--- src/rtl/callret_pkg.sv ---
package callret_pkg;

   typedef enum logic [1:0] {
      OP_NCALL = 2'd0,
      OP_NRET  = 2'd1,
      OP_FRET  = 2'd2,
      OP_RSVD  = 2'd3
   } xfer_op_e;

   typedef enum logic [2:0] {
      ST_IDLE  = 3'd0,
      ST_PUSH  = 3'd1,
      ST_RD_IP = 3'd2,
      ST_RD_CS = 3'd3,
      ST_LAND  = 3'd4,
      ST_DONE  = 3'd5
   } seq_state_e;

endpackage

--- src/rtl/callret_agen.sv ---
module callret_agen #(
   parameter int AW    = 20,
   parameter int DW    = 16,
   parameter int SHIFT = 4
) (
   input  logic [DW-1:0] seg,
   input  logic [DW-1:0] off,
   output logic [AW-1:0] phys
);
   localparam int FULL = DW + SHIFT + 1;

   logic [FULL-1:0] sum;

   assign sum = {1'b0, seg, {SHIFT{1'b0}}} + {{(SHIFT + 1){1'b0}}, off};

   generate
      if (AW <= FULL) begin : g_trunc
         assign phys = sum[AW-1:0];
      end else begin : g_extend
         assign phys = {{(AW - FULL){1'b0}}, sum};
      end
   endgenerate
endmodule

--- src/rtl/callret_fsm.sv ---
module callret_fsm
   import callret_pkg::*;
(
   input  logic       clk,
   input  logic       rst_n,
   input  logic       start,
   input  xfer_op_e   op,
   output seq_state_e st,
   output xfer_op_e   op_q
);
   always_ff @(posedge clk) begin
      if (!rst_n) begin
         st   <= ST_IDLE;
         op_q <= OP_NCALL;
      end else begin
         unique case (st)
            ST_IDLE: begin
               if (start) begin
                  op_q <= op;
                  unique case (op)
                     OP_NCALL: st <= ST_PUSH;
                     OP_NRET,
                     OP_FRET:  st <= ST_RD_IP;
                     default:  st <= ST_DONE;
                  endcase
               end
            end
            ST_PUSH:  st <= ST_DONE;
            ST_RD_IP: st <= (op_q == OP_FRET) ? ST_RD_CS : ST_LAND;
            ST_RD_CS: st <= ST_LAND;
            ST_LAND:  st <= ST_DONE;
            default:  st <= ST_IDLE;
         endcase
      end
   end
endmodule

--- src/rtl/callret_dpath.sv ---
module callret_dpath
   import callret_pkg::*;
#(
   parameter int DW = 16
) (
   input  logic          clk,
   input  logic          rst_n,
   input  logic          start,
   input  seq_state_e    st,
   input  xfer_op_e      op_q,
   input  logic [DW-1:0] disp,
   input  logic [DW-1:0] ip_in,
   input  logic [DW-1:0] cs_in,
   input  logic [DW-1:0] ss_in,
   input  logic [DW-1:0] sp_in,
   input  logic [DW-1:0] rdata,
   output logic [DW-1:0] ip_q,
   output logic [DW-1:0] cs_q,
   output logic [DW-1:0] ss_q,
   output logic [DW-1:0] sp_q,
   output logic [DW-1:0] off
);
   localparam logic [DW-1:0] STEP = DW'(DW / 8);

   logic [DW-1:0] disp_q;

   assign off = (st == ST_PUSH) ? sp_q - STEP : sp_q;

   always_ff @(posedge clk) begin
      if (!rst_n) begin
         ip_q   <= '0;
         cs_q   <= '0;
         ss_q   <= '0;
         sp_q   <= '0;
         disp_q <= '0;
      end else begin
         unique case (st)
            ST_IDLE: begin
               if (start) begin
                  ip_q   <= ip_in;
                  cs_q   <= cs_in;
                  ss_q   <= ss_in;
                  sp_q   <= sp_in;
                  disp_q <= disp;
               end
            end
            ST_PUSH: begin
               sp_q <= sp_q - STEP;
               ip_q <= ip_q + disp_q;
            end
            ST_RD_IP: sp_q <= sp_q + STEP;
            ST_RD_CS: begin
               ip_q <= rdata;
               sp_q <= sp_q + STEP;
            end
            ST_LAND: begin
               if (op_q == OP_FRET) cs_q <= rdata;
               else                 ip_q <= rdata;
            end
            default: ;
         endcase
      end
   end
endmodule

--- src/rtl/callret_unit.sv ---
module callret_unit
   import callret_pkg::*;
#(
   parameter int AW    = 20,
   parameter int DW    = 16,
   parameter int SHIFT = 4
) (
   input  logic          clk,
   input  logic          rst_n,
   input  logic          start,
   input  logic [1:0]    op,
   input  logic [DW-1:0] disp,
   input  logic [DW-1:0] ip_in,
   input  logic [DW-1:0] cs_in,
   input  logic [DW-1:0] ss_in,
   input  logic [DW-1:0] sp_in,
   output logic          mem_en,
   output logic          mem_we,
   output logic [AW-1:0] mem_addr,
   output logic [DW-1:0] mem_wdata,
   input  logic [DW-1:0] mem_rdata,
   output logic [DW-1:0] ip_out,
   output logic [DW-1:0] cs_out,
   output logic [DW-1:0] sp_out,
   output logic          done
);
   generate
      if (DW % 8 != 0 || DW < 8) begin : g_bad_dw
         $error("callret_unit: DW must be a positive multiple of 8");
      end
      if (SHIFT < 0 || AW < DW) begin : g_bad_aw
         $error("callret_unit: AW must cover DW and SHIFT must be non-negative");
      end
   endgenerate

   seq_state_e    st;
   xfer_op_e      op_q;
   logic [DW-1:0] ip_q, cs_q, ss_q, sp_q, off;

   callret_fsm u_fsm (
      .clk   (clk),
      .rst_n (rst_n),
      .start (start),
      .op    (xfer_op_e'(op)),
      .st    (st),
      .op_q  (op_q)
   );

   callret_dpath #(.DW(DW)) u_dpath (
      .clk   (clk),
      .rst_n (rst_n),
      .start (start),
      .st    (st),
      .op_q  (op_q),
      .disp  (disp),
      .ip_in (ip_in),
      .cs_in (cs_in),
      .ss_in (ss_in),
      .sp_in (sp_in),
      .rdata (mem_rdata),
      .ip_q  (ip_q),
      .cs_q  (cs_q),
      .ss_q  (ss_q),
      .sp_q  (sp_q),
      .off   (off)
   );

   callret_agen #(.AW(AW), .DW(DW), .SHIFT(SHIFT)) u_agen (
      .seg  (ss_q),
      .off  (off),
      .phys (mem_addr)
   );

   assign mem_en    = (st == ST_PUSH) || (st == ST_RD_IP) || (st == ST_RD_CS);
   assign mem_we    = (st == ST_PUSH);
   assign mem_wdata = ip_q;
   assign done      = (st == ST_DONE);
   assign ip_out    = ip_q;
   assign cs_out    = cs_q;
   assign sp_out    = sp_q;
endmodule

--- config.mk ---
export PLATFORM = sky130hd
export DESIGN_NAME = callret_unit
export DESIGN_NICKNAME = d
export VERILOG_FILES = /design/src/rtl/callret_pkg.sv /design/src/rtl/callret_agen.sv /design/src/rtl/callret_fsm.sv /design/src/rtl/callret_dpath.sv /design/src/rtl/callret_unit.sv
export SDC_FILE = /design/constraint.sdc
export NUM_CORES = 1
export LEC_CHECK = 0
export BUFFER_PORTS_ARGS = -buffer_cell sky130_fd_sc_hd__buf_2
export CORE_UTILIZATION = 45
export DETAILED_ROUTE_END_ITERATION = 8
export PLACE_DENSITY = 0.72
export SYNTH_ARGS = -nofsm -noshare
export SYNTH_HDL_FRONTEND = slang
export SYNTH_SLANG_ARGS = --single-unit
--- constraint.sdc ---
create_clock -name clk -period 4.5 [get_ports clk]
set_input_delay 0.675 -clock clk [delete_from_list [all_inputs] [get_ports clk]]
set_output_delay 0.675 -clock clk [all_outputs]
set_load 0.01 [all_outputs]
==> impl_metrics.tcl, run 1 <==
set metrics [dict create \
    antenna_violating_nets_post_route 0 \
    comb_power_share_pct 55.9 \
    regArea_sq_um 1710 \
    track_usage_pct 25.9 \
    synth_top_area_share_pct 29.5 \
    internal-power_uw 2360 \
    pwr_density_cell_nw_per_um2 601 \
    final_min_period_over_clock_period_pct 98.3 \
    postSynthRegisterBits 85 \
    synth_cell_type_count 64 \
    synthArstFlopShare_pct 0 \
    post_syn_area_per_cell_sq_um 7.27 \
    power.share.sequential_pct 27.4 \
    fin_hold_ws_ps 460 \
    routed_wl_microns 17500 \
    design.final.nets 1090 \
    critical_path.max_fanout 5 \
    cts_h_tree_depth 3 \
    avgViaCountPerCell 5.46 \
    first_iter_violations 405 \
    status "completed" \
    setup.worst_path.class "register to primary output" \
    post_synth_edffs 0 \
    placement_rows 41 \
    insertion_delay_to_the_later_sink_of_the_worst_skew_pair_ps 350 \
    drc_violations_left 0 \
    synth.top_cells.by_area "dfxtp_1, nand2_1, a21oi_1" \
    peakVddDrop_mv 0.293 \
    yosysWarningCount 0 \
    grt_first_pass_wirelength_microns 26600 \
    die_h_microns 115 \
    final-setup-viol-count 0 \
    crit-reg2reg-capture "u_dpath.ip_q[8]" \
    synth_top_cell_by_area "dfxtp_1" \
    critical_path.startpoint "u_dpath.sp_q[2]" \
    maxSlewHeadroom_pct 37.4 \
    critical_path.startpoint_type "register" \
    ys.flop_type "dfxtp_1" \
    worst_hold_path_type "register to register" \
    synth_nets 928 \
    initial_utilization_pct 45.9 \
    drt_pre_antenna_iters 6 \
    drive_gt1_share_pct 27.6 \
    p_leak_uw 0.00331 \
    first_global_vias 5469 \
    global_route.overflow_total 0 \
    postLayoutCellArea_sq_um 7190 \
    critical_path.endpoint "mem_addr[19]" \
    cts_made_buffers 9 \
    drv_slew 0 \
    kind_of_end_point_of_the_critical_path "primary output" \
    ctsLongestPathBuffers 2 \
    routabilityCongestion 0.873 \
    critPathArrivalTime_ps 3750 \
    finalWorstPathRequiredPeriod_ps 4430 \
    setup.reg_to_reg.worst_slack_ps 1770 \
    clkSinkCount 85 \
    worst_setup_hold_path_clk_slew_ps 70 \
    netSwitchingPower_uw 1960 \
    switching_share_pct 45.3 \
    antenna_found_initial 0 \
    post_route_skew_ps 6.06 \
    cts_root_buffer "clkbuf_16" \
    core-area_sq_um 12600 \
    reported_max_cap_violation_count 0 \
    fmax_mhz 226 \
    synth-seq-area-share_pct 29.5 \
    multi_input_gate_area_sq_um 3730 \
    floorplan.die_area_sq_um 13300 \
    worstRegToRegCells 8 \
    worst_ep_required_time_ps 3830 \
    clkPwrFrac_pct 16.7 \
    pin_count_of_the_biggest_net_entering_global_routing 37 \
    max_slew.worst_pin.slew_ps 934 \
    routedWlPerCell_microns 15.4 \
    post_synth_inst_count 794 \
    dpl.hpwl_microns 12700 \
    io-pin-count 188 \
    synthToLayoutAreaGrowth_pct 24.6 \
    n_fill_cell 1219 \
    worst_flop_to_flop_path_startpoint "u_fsm.st[1]" \
    place.port_buffers 187 \
    hold_violations 0 \
    via_count 6199 \
    syn_area_sq_um 5770 \
    die_x_microns 115 \
    clock_tree_from_tritoncts "yes" \
    placement.cell_area_sq_um 6700 \
]
==> registers in the layout, summed over array words and instances, names as in the netlist <==
signal          count
u_dpath.disp_q     16
u_dpath.ss_q       16
u_dpath.ip_q       16
u_dpath.sp_q       16
u_fsm.op_q          2
u_dpath.cs_q       16
u_fsm.st            3
==> power by group through the flow <==
stage / clock network [uW] / registers (uW) / logic [uW]
2_1_floorplan: 0 / 1170 / 1640
3_3_place_gp: 0 / 1180 / 2240
3_5_place_dp: 0 / 1190 / 2260
4_1_cts: 738 / 1170 / 2270
5_1_grt: 770 / 1210 / 2670
6_report: 722 / 1180 / 2420
==> Yosys cell counts, drive strengths merged, types with 3 or more instances <==
cell type / count
a211oi: 5
a21o: 7
a21oi: 85
a221oi: 5
a222oi: 3
a22oi: 5
a311oi: 17
a31oi: 7
a41oi: 3
and3: 6
buf: 34
clkbuf: 31
dfxtp: 85
ha: 31
inv: 23
mux2i: 3
nand2: 166
nand2b: 4
nand3: 25
nand4: 4
nor2: 70
nor2b: 4
nor3: 16
nor4: 3
o2111ai: 3
o211ai: 4
o21a: 6
o21ai: 48
o221ai: 3
o22ai: 8
or2: 3
xnor2: 33
xor2: 10
==> cells by family (layout without fill, tap and decap cells) <==
family                   Yosys count  count (layout)  share of synthesized area, %
AO/OA/AOI/OAI                    227             227                          24.7
multiplexers                       4               4                         0.715
XOR/XNOR                          43              43                          6.53
other                              0               2                             0
adder cells (fa/ha/maj)           33              33                          7.41
flip-flops                        85              85                          29.5
AND/OR/NAND/NOR                  313             313                          23.3
buffers and inverters             89             256                          7.83
==> stage by stage <==
| step | cells | total power [uW] | worst slack (ps) | TNS, ps | utilization [%] |
|---|---|---|---|---|---|
| 2_1_floorplan | 794 | 2810 | 352 | 0 | - |
| 3_3_place_gp | 1105 | 3420 | 242 | 0 | 53.3 |
| 3_5_place_dp | 1105 | 3440 | 182 | 0 | 53.3 |
| 4_1_cts | 1121 | 4180 | 7.25 | 0 | 55.7 |
| 5_1_grt | 1133 | 4650 | -138 | -420 | 57.2 |
| 6_report | 1135 | 4320 | 74.6 | 0 | 57.2 |
==> layout make-up <==
| class | instances | area share (%) |
|---|---|---|
| antenna | 2 | 0.0696 |
| clock buffer | 12 | 3.57 |
| clock inverter | 4 | 0.435 |
| inverter | 24 | 1.25 |
| multi-input combinational | 620 | 51.9 |
| sequential | 85 | 23.7 |
| tap | 172 | 2.99 |
| timing repair buffer | 216 | 16.0 |
==> worst min path at each step <==
| stage | start | end | slack (ps) | cells past startpoint |
|---|---|---|---|---|
| finish | u_dpath.disp_q[7] | u_dpath.disp_q[7] | 460 | 2 |
| global route | u_dpath.disp_q[13] | u_dpath.disp_q[13] | 480 | 2 |
| floorplan | u_dpath.disp_q[0] | u_dpath.disp_q[0] | 440 | 2 |
| detailed placement | u_dpath.disp_q[13] | u_dpath.disp_q[13] | 450 | 2 |
| CTS | u_dpath.disp_q[13] | u_dpath.disp_q[13] | 460 | 2 |
| global placement | u_dpath.ss_q[11] | u_dpath.ss_q[11] | 450 | 2 |
==> cells in the final DEF, fill, tap and decap left out, types with 5 or more instances in the layout <==
cell / n
buf_2: 187
nand2_1: 166
a21oi_1: 84
dfxtp_1: 84
nor2_1: 69
o21ai_0: 43
xnor2_1: 33
ha_1: 30
buf_4: 29
nand3_1: 24
inv_1: 19
a311oi_1: 16
nor3_1: 10
xor2_1: 10
clkbuf_16: 9
a21o_1: 7
o22ai_1: 7
a31oi_1: 7
and3_1: 6
o21a_1: 6
a221oi_1: 5
a22oi_1: 5
==> layer usage <==
metal / vias up / routed length (microns) / GRT usage [%]
li1: 3101 / - / -
met1: 2856 / 7410 / 30.9
met2: 226 / 8680 / 45.9
met3: 16 / 1210 / 6.17
met4: 0 / 219 / 7.88
met5: - / 0 / 0
==> worst max-delay path: stages (launching register included) <==
cell	delay (ps)
dfxtp_4	360
inv_2	70
ha_4	130
nor3b_4	240
nand3_2	150
or4_4	590
nor3_4	190
xor2_1	110
ha_1	400
o2111ai_2	160
a311oi_2	380
and4_1	270
a211oi_2	50
xnor2_1	160
buf_2	150
==> repair_timing <==
action	4_1_cts	5_1_grt
setup endpoints to repair	3	6
setup buffers	0	12
hold buffers	0	0
gates resized for setup	2	24
pin swaps	1	16
(Power assumes the default switching activity.)
==> run 2: changes to the inputs <==
CELL_PAD_IN_SITES_DETAIL_PLACEMENT = 0   (was not set)
CELL_PAD_IN_SITES_GLOBAL_PLACEMENT = 1   (was not set)
CORE_UTILIZATION = 36   (was 45)
PLACE_DENSITY = not set   (was 0.72)
PLACE_DENSITY_LB_ADDON = 0.1   (was not set)
==> run 2 against run 1 <==
Sequential share of layout area decreased by 0.079 points. Worst setup slack improved by 61 ps. Flip-flop and latch count unchanged. Combinational power about the same. Design area increased by 0.56%. Count of clock-buffer cells in the layout decreased by 3. Final cell count increased by 3.4%. Core utilization decreased by 10 points. First-iteration DRC count decreased by 15%. Critical endpoint unchanged. Largest cell class unchanged. Largest power group unchanged.
==> impl_metrics.tcl, run 2 (synthesized netlist as in run 1, its figures left out) <==
set metrics [dict create \
    status "completed" \
    pin_count_of_the_biggest_net_entering_global_routing 41 \
    comb_power_share_pct 55.5 \
    internal-power_uw 2340 \
    first_global_vias 5950 \
    worst_hold_path_type "register to register" \
    cts_made_buffers 9 \
    layoutNonFillerInstCount 1174 \
    critical_path.max_fanout 6 \
    peakVddDrop_mv 0.288 \
    post-layout-total-power_uw 4370 \
    finalWorstPathRequiredPeriod_ps 4360 \
    p_leak_uw 0.00332 \
    hold_buffers 0 \
    drv_slew 0 \
    layout_commonest_cell "buf_2" \
    routed_wl_microns 19200 \
    drc_violations_left 0 \
    place.port_buffers 187 \
    die_x_microns 129 \
    dpl.hpwl_microns 14200 \
    critical_path.startpoint_type "register" \
    insertion_delay_to_the_later_sink_of_the_worst_skew_pair_ps 360 \
    layout.cells.most_common_list "buf_2, nand2_1, a21oi_1" \
    final_min_period_over_clock_period_pct 97.0 \
    routedWlPerCell_microns 16.3 \
    setup.reg_to_reg.worst_slack_ps 1760 \
    design.final.nets 1091 \
    ctsLongestPathBuffers 2 \
    netSwitchingPower_uw 2030 \
    initial_utilization_pct 37.4 \
    clock_tree_from_tritoncts "yes" \
    antenna_violating_nets_post_route 0 \
    worst_ep_required_time_ps 3830 \
    maxSlewHeadroom_pct 53.4 \
    floorplan.die_area_sq_um 16500 \
    track_usage_pct 23.1 \
    clkSinkCount 85 \
    antenna_found_initial 0 \
    clkPwrFrac_pct 17.0 \
    switching_share_pct 46.5 \
    global_route.overflow_total 0 \
    first_iter_violations 346 \
    synthToLayoutAreaGrowth_pct 25.3 \
    critPathArrivalTime_ps 3690 \
    kind_of_end_point_of_the_critical_path "primary output" \
    grt_first_pass_wirelength_microns 29400 \
    routabilityCongestion 0.885 \
    avgViaCountPerCell 5.34 \
    max_slew.worst_pin.slew_ps 696 \
    cts_root_buffer "clkbuf_16" \
    reported_max_cap_violation_count 0 \
    core-area_sq_um 15400 \
    via_count 6268 \
    io-pin-count 188 \
    worst_setup_hold_path_clk_slew_ps 70 \
    fmax_mhz 229 \
    hold_violations 0 \
    power.share.sequential_pct 27.5 \
    die_h_microns 129 \
    post_route_skew_ps 9.61 \
    drt_pre_antenna_iters 6 \
    post-place-cells 1146 \
    final-setup-viol-count 0 \
    drive_gt1_share_pct 27.8 \
    pwr_density_cell_nw_per_um2 604 \
    placement_rows 45 \
    setup.worst_path.class "register to primary output" \
    cts_h_tree_depth 3 \
]
run 2: changes by cell type in the layout (fill, tap and decap cells not counted), sizes merged:
cell,before,now
buf,216,217
clkbuf,12,9
clkinvlp,3,2
diode,2,1
inv,24,28
run 2: final timing paths:
check / endpoint / depth (start not counted) / start
min: u_dpath.disp_q[10] / 2 / u_dpath.disp_q[10]
min reg2reg: u_dpath.disp_q[10] / 2 / u_dpath.disp_q[10]
max: mem_addr[19] / 14 / u_dpath.sp_q[1]
max reg2reg: u_dpath.ip_q[14] / 9 / u_dpath.disp_q[0]
run 2: stage by stage:
step	util [%]	setup slack, ps	hold slack, ps	setup TNS, ps	area [sq um]
6_report	46.9	136	462	0	7230
5_1_grt	46.9	-49.9	480	-86.6	7230
4_1_cts	45.9	25.8	465	0	7090
3_5_place_dp	43.9	245	455	0	6770
3_3_place_gp	43.9	294	450	0	6770
2_1_floorplan	-	352	440	0	5770
run 2: repair_timing:
item	CTS	global route
gates cloned	0	0
resized for setup	5	21
endpoints found under the setup margin	4	6
pin swaps	1	8
buffers inserted	1	10
run 2: cell type report:
| type | instances | area (sq um) |
|---|---|---|
| Fill cell | 1631 | 8200 |
| Multi-Input combinational cell | 620 | 3710 |
| Sequential cell | 85 | 1710 |
| Timing Repair Buffer | 217 | 1160 |
| Tap cell | 211 | 264 |
| Clock buffer | 9 | 225 |
| Inverter | 24 | 93.8 |
| Clock inverter | 7 | 61.3 |
| Antenna cell | 1 | 2.50 |
run 2: layer usage:
| layer | up-vias | GRT usage (%) | routed length, microns | share of wire [%] |
|---|---|---|---|---|
| met2 | 204 | 42.6 | 9680 | 51 |
| li1 | 3111 | - | - | - |
| met3 | 31 | 4.37 | 1050 | 5.5 |
| met5 | - | 0 | 0 | 0 |
| met4 | 0 | 9.07 | 450 | 2.3 |
| met1 | 2922 | 26.0 | 7990 | 42 |
run 2: worst max-delay path: stages (launching register included):
cell and delay [ps]:
dfxtp_4 360, inv_2 60, ha_2 180, nor3b_4 240
nand3_2 140, or4_4 560, nor3_4 140, xor2_1 180
ha_1 310, a21oi_1 230, a311oi_2 160, and4_1 250
a211oi_2 250, xnor2_1 140, buf_2 140
run 2: power groups by stage:
stage          clock network, uW  registers (uW)  logic (uW)
2_1_floorplan                  0            1170        1640
3_3_place_gp                   0            1210        2280
3_5_place_dp                   0            1210        2300
4_1_cts                      767            1200        2330
5_1_grt                      797            1230        2680
6_report                     744            1200        2420
==> run 3: changes to the inputs <==
BUFFER_PORTS_ARGS = -buffer_cell sky130_fd_sc_hd__clkbuf_2   (was -buffer_cell sky130_fd_sc_hd__buf_2)
CORE_MARGIN = 5   (was not set)
TNS_END_PERCENT = 5   (was not set)
==> run 3 against run 2 <==
Via count grew 0.21%. Worst setup slack gained 17 ps. Maximum frequency grew 0.40%. Non-clock buffer count shrank 6. Design area shrank 0.29%. Critical path depth grew 2. Die area grew 13%. Highest routed layer unchanged.
==> impl_metrics.tcl, run 3 (synthesized netlist as in run 1, its figures left out) <==
set metrics [dict create \
    num_antenna_cells 0 \
    antenna_violating_nets_post_route 0 \
    core-area_sq_um 15800 \
    setup.worst_path.class "register to primary output" \
    pwr_density_cell_nw_per_um2 607 \
    placement_rows 46 \
    critical_path.max_fanout 8 \
    drive_gt1_share_pct 27.0 \
    timing.critical_path.slowest_stage_cell "or4_4" \
    kind_of_end_point_of_the_critical_path "primary output" \
    critPathArrivalTime_ps 3670 \
    timing.critical_path.slowest_cell_delay_ps 610 \
    drv_slew 0 \
    final-setup-viol-count 0 \
    insertion_delay_to_the_later_sink_of_the_worst_skew_pair_ps 340 \
    maxSlewHeadroom_pct 47.1 \
    io-pin-count 188 \
    postLayoutCellArea_sq_um 7210 \
    floorplan.die_area_sq_um 18700 \
    routedWlPerCell_microns 16.9 \
    first_iter_violations 442 \
    initial_utilization_pct 36.5 \
    grt_first_pass_wirelength_microns 30500 \
    hold_violations 0 \
    clkSinkCount 85 \
    final_min_period_over_clock_period_pct 96.6 \
    fmax_mhz 230 \
    cts_made_buffers 9 \
    post-layout-total-power_uw 4380 \
    max_slew.worst_pin.slew_ps 792 \
    cts_h_tree_depth 3 \
    pin_count_of_the_biggest_net_entering_global_routing 41 \
    antenna_found_initial 0 \
    drc_violations_left 0 \
    routabilityCongestion 0.935 \
    track_usage_pct 20.4 \
    post_route_skew_ps 6.46 \
    worst_hold_path_type "register to register" \
    peakVddDrop_mv 0.221 \
    design.final.nets 1085 \
    placement.cell_area_sq_um 6770 \
    synthToLayoutAreaGrowth_pct 24.9 \
    avgViaCountPerCell 5.36 \
    worst_setup_hold_path_clk_slew_ps 70 \
    ctsLongestPathBuffers 2 \
    first_global_vias 6160 \
    die_x_microns 137 \
    global_route.overflow_total 0 \
    routed_wl_microns 19800 \
    finalWorstPathRequiredPeriod_ps 4350 \
    reported_max_cap_violation_count 0 \
    timing.critical_path.cells "inv_2 -> ha_4 -> nor3b_4 -> nand3_2 -> or4_4 -> nor3_4 -> xor2_1 -> ha_1 -> nand2_1 -> nor2_1 -> a2111oi_4 -> buf_4 -> nand2_1 -> o2111ai_1 -> xnor2_1 -> buf_2" \
    timing.critical_path.mode_cell "nand2_1" \
    layout.cells.most_common_list "clkbuf_2, nand2_1, a21oi_1" \
    via_count 6281 \
    critical_path.startpoint_type "register" \
    p_leak_uw 0.00328 \
    drt_pre_antenna_iters 8 \
    worst_ep_required_time_ps 3830 \
    fin_setup_tns_ps 0 \
    die_h_microns 137 \
    rsz0062_at_grt "true" \
    dpl.hpwl_microns 14900 \
    cts_root_buffer "clkbuf_16" \
    place.port_buffers 187 \
    clock_tree_from_tritoncts "yes" \
    status "completed" \
    layout_commonest_cell "clkbuf_2" \
]
-- run 3: cell count changes in the layout (fill, tap and decap cells not counted), moves of 2 or more --
| cell | change |
|---|---|
| buf_4 | -6 |
| inv_6 | -3 |
| clkinv_4 | +2 |
| inv_8 | -2 |
| buf_2 | -185 |
| clkbuf_2 | +185 |
-- run 3: power breakdown --
part           total (uW)  switching [uW]  internal, uW  leakage [uW]
Combinational        2400            1440           963       0.00244
Clock                 763             334           430      0.000135
Sequential           1210             255           957      0.000702
Total                4380            2030          2350       0.00328
-- run 3: per-stage QoR --
stage / setup slack, ps / instances / hold slack (ps) / utilization [%]
6_report: 153 / 1171 / 463 / 45.6
5_1_grt: -62.8 / 1171 / 485 / 45.6
4_1_cts: -30.0 / 1167 / 466 / 44.9
3_5_place_dp: 193 / 1151 / 456 / 42.8
3_3_place_gp: 280 / 1151 / 453 / 42.8
2_1_floorplan: 352 / 794 / 440 / -
-- run 3: area by class of cell --
type	instances	area, sq um
tap	216	270
clock inverter	5	62.6
sequential	85	1710
clock buffer	10	229
multi-input combinational	620	3740
timing repair buffer	211	1120
inverter	24	90.1
fill	1667	8620
-- run 3: repair_timing --
item                                    in CTS  in global routing
gates resized for setup                      7                 21
endpoints found under the setup margin       3                  5
hold buffers                                 0                  0
buffers inserted                             1                  4
pin swaps                                    2                  8
-- run 3: worst max-delay path: cells and delay by family, from the launching register on --
| kind | cells | cell delay [ps] |
|---|---|---|
| AO/OA/AOI/OAI | 2 | 440 |
| AND/OR/NAND/NOR | 7 | 1370 |
| adder cells (fa/ha/maj) | 2 | 420 |
| XOR/XNOR | 2 | 330 |
| flip-flops | 1 | 370 |
| buffers and inverters | 3 | 400 |
-- run 3: routing by layer --
layer	vias to the layer above	global-route usage, %	routed length [microns]
met2	223	36.3	9920
met1	2938	24.7	8360
li1	3098	-	-
met5	-	0	0
met3	22	3.57	1180
met4	0	7.05	365
-- run 3: worst paths after layout --
kind / start / cells past startpoint / to / slack (ps)
min reg2reg: u_dpath.disp_q[5] / 2 / u_dpath.disp_q[5] / 460
min: u_dpath.disp_q[5] / 2 / u_dpath.disp_q[5] / 460
max reg2reg: u_dpath.ip_q[0] / 9 / u_dpath.ip_q[14] / 1770
max: u_dpath.sp_q[2] / 16 / mem_addr[18] / 150
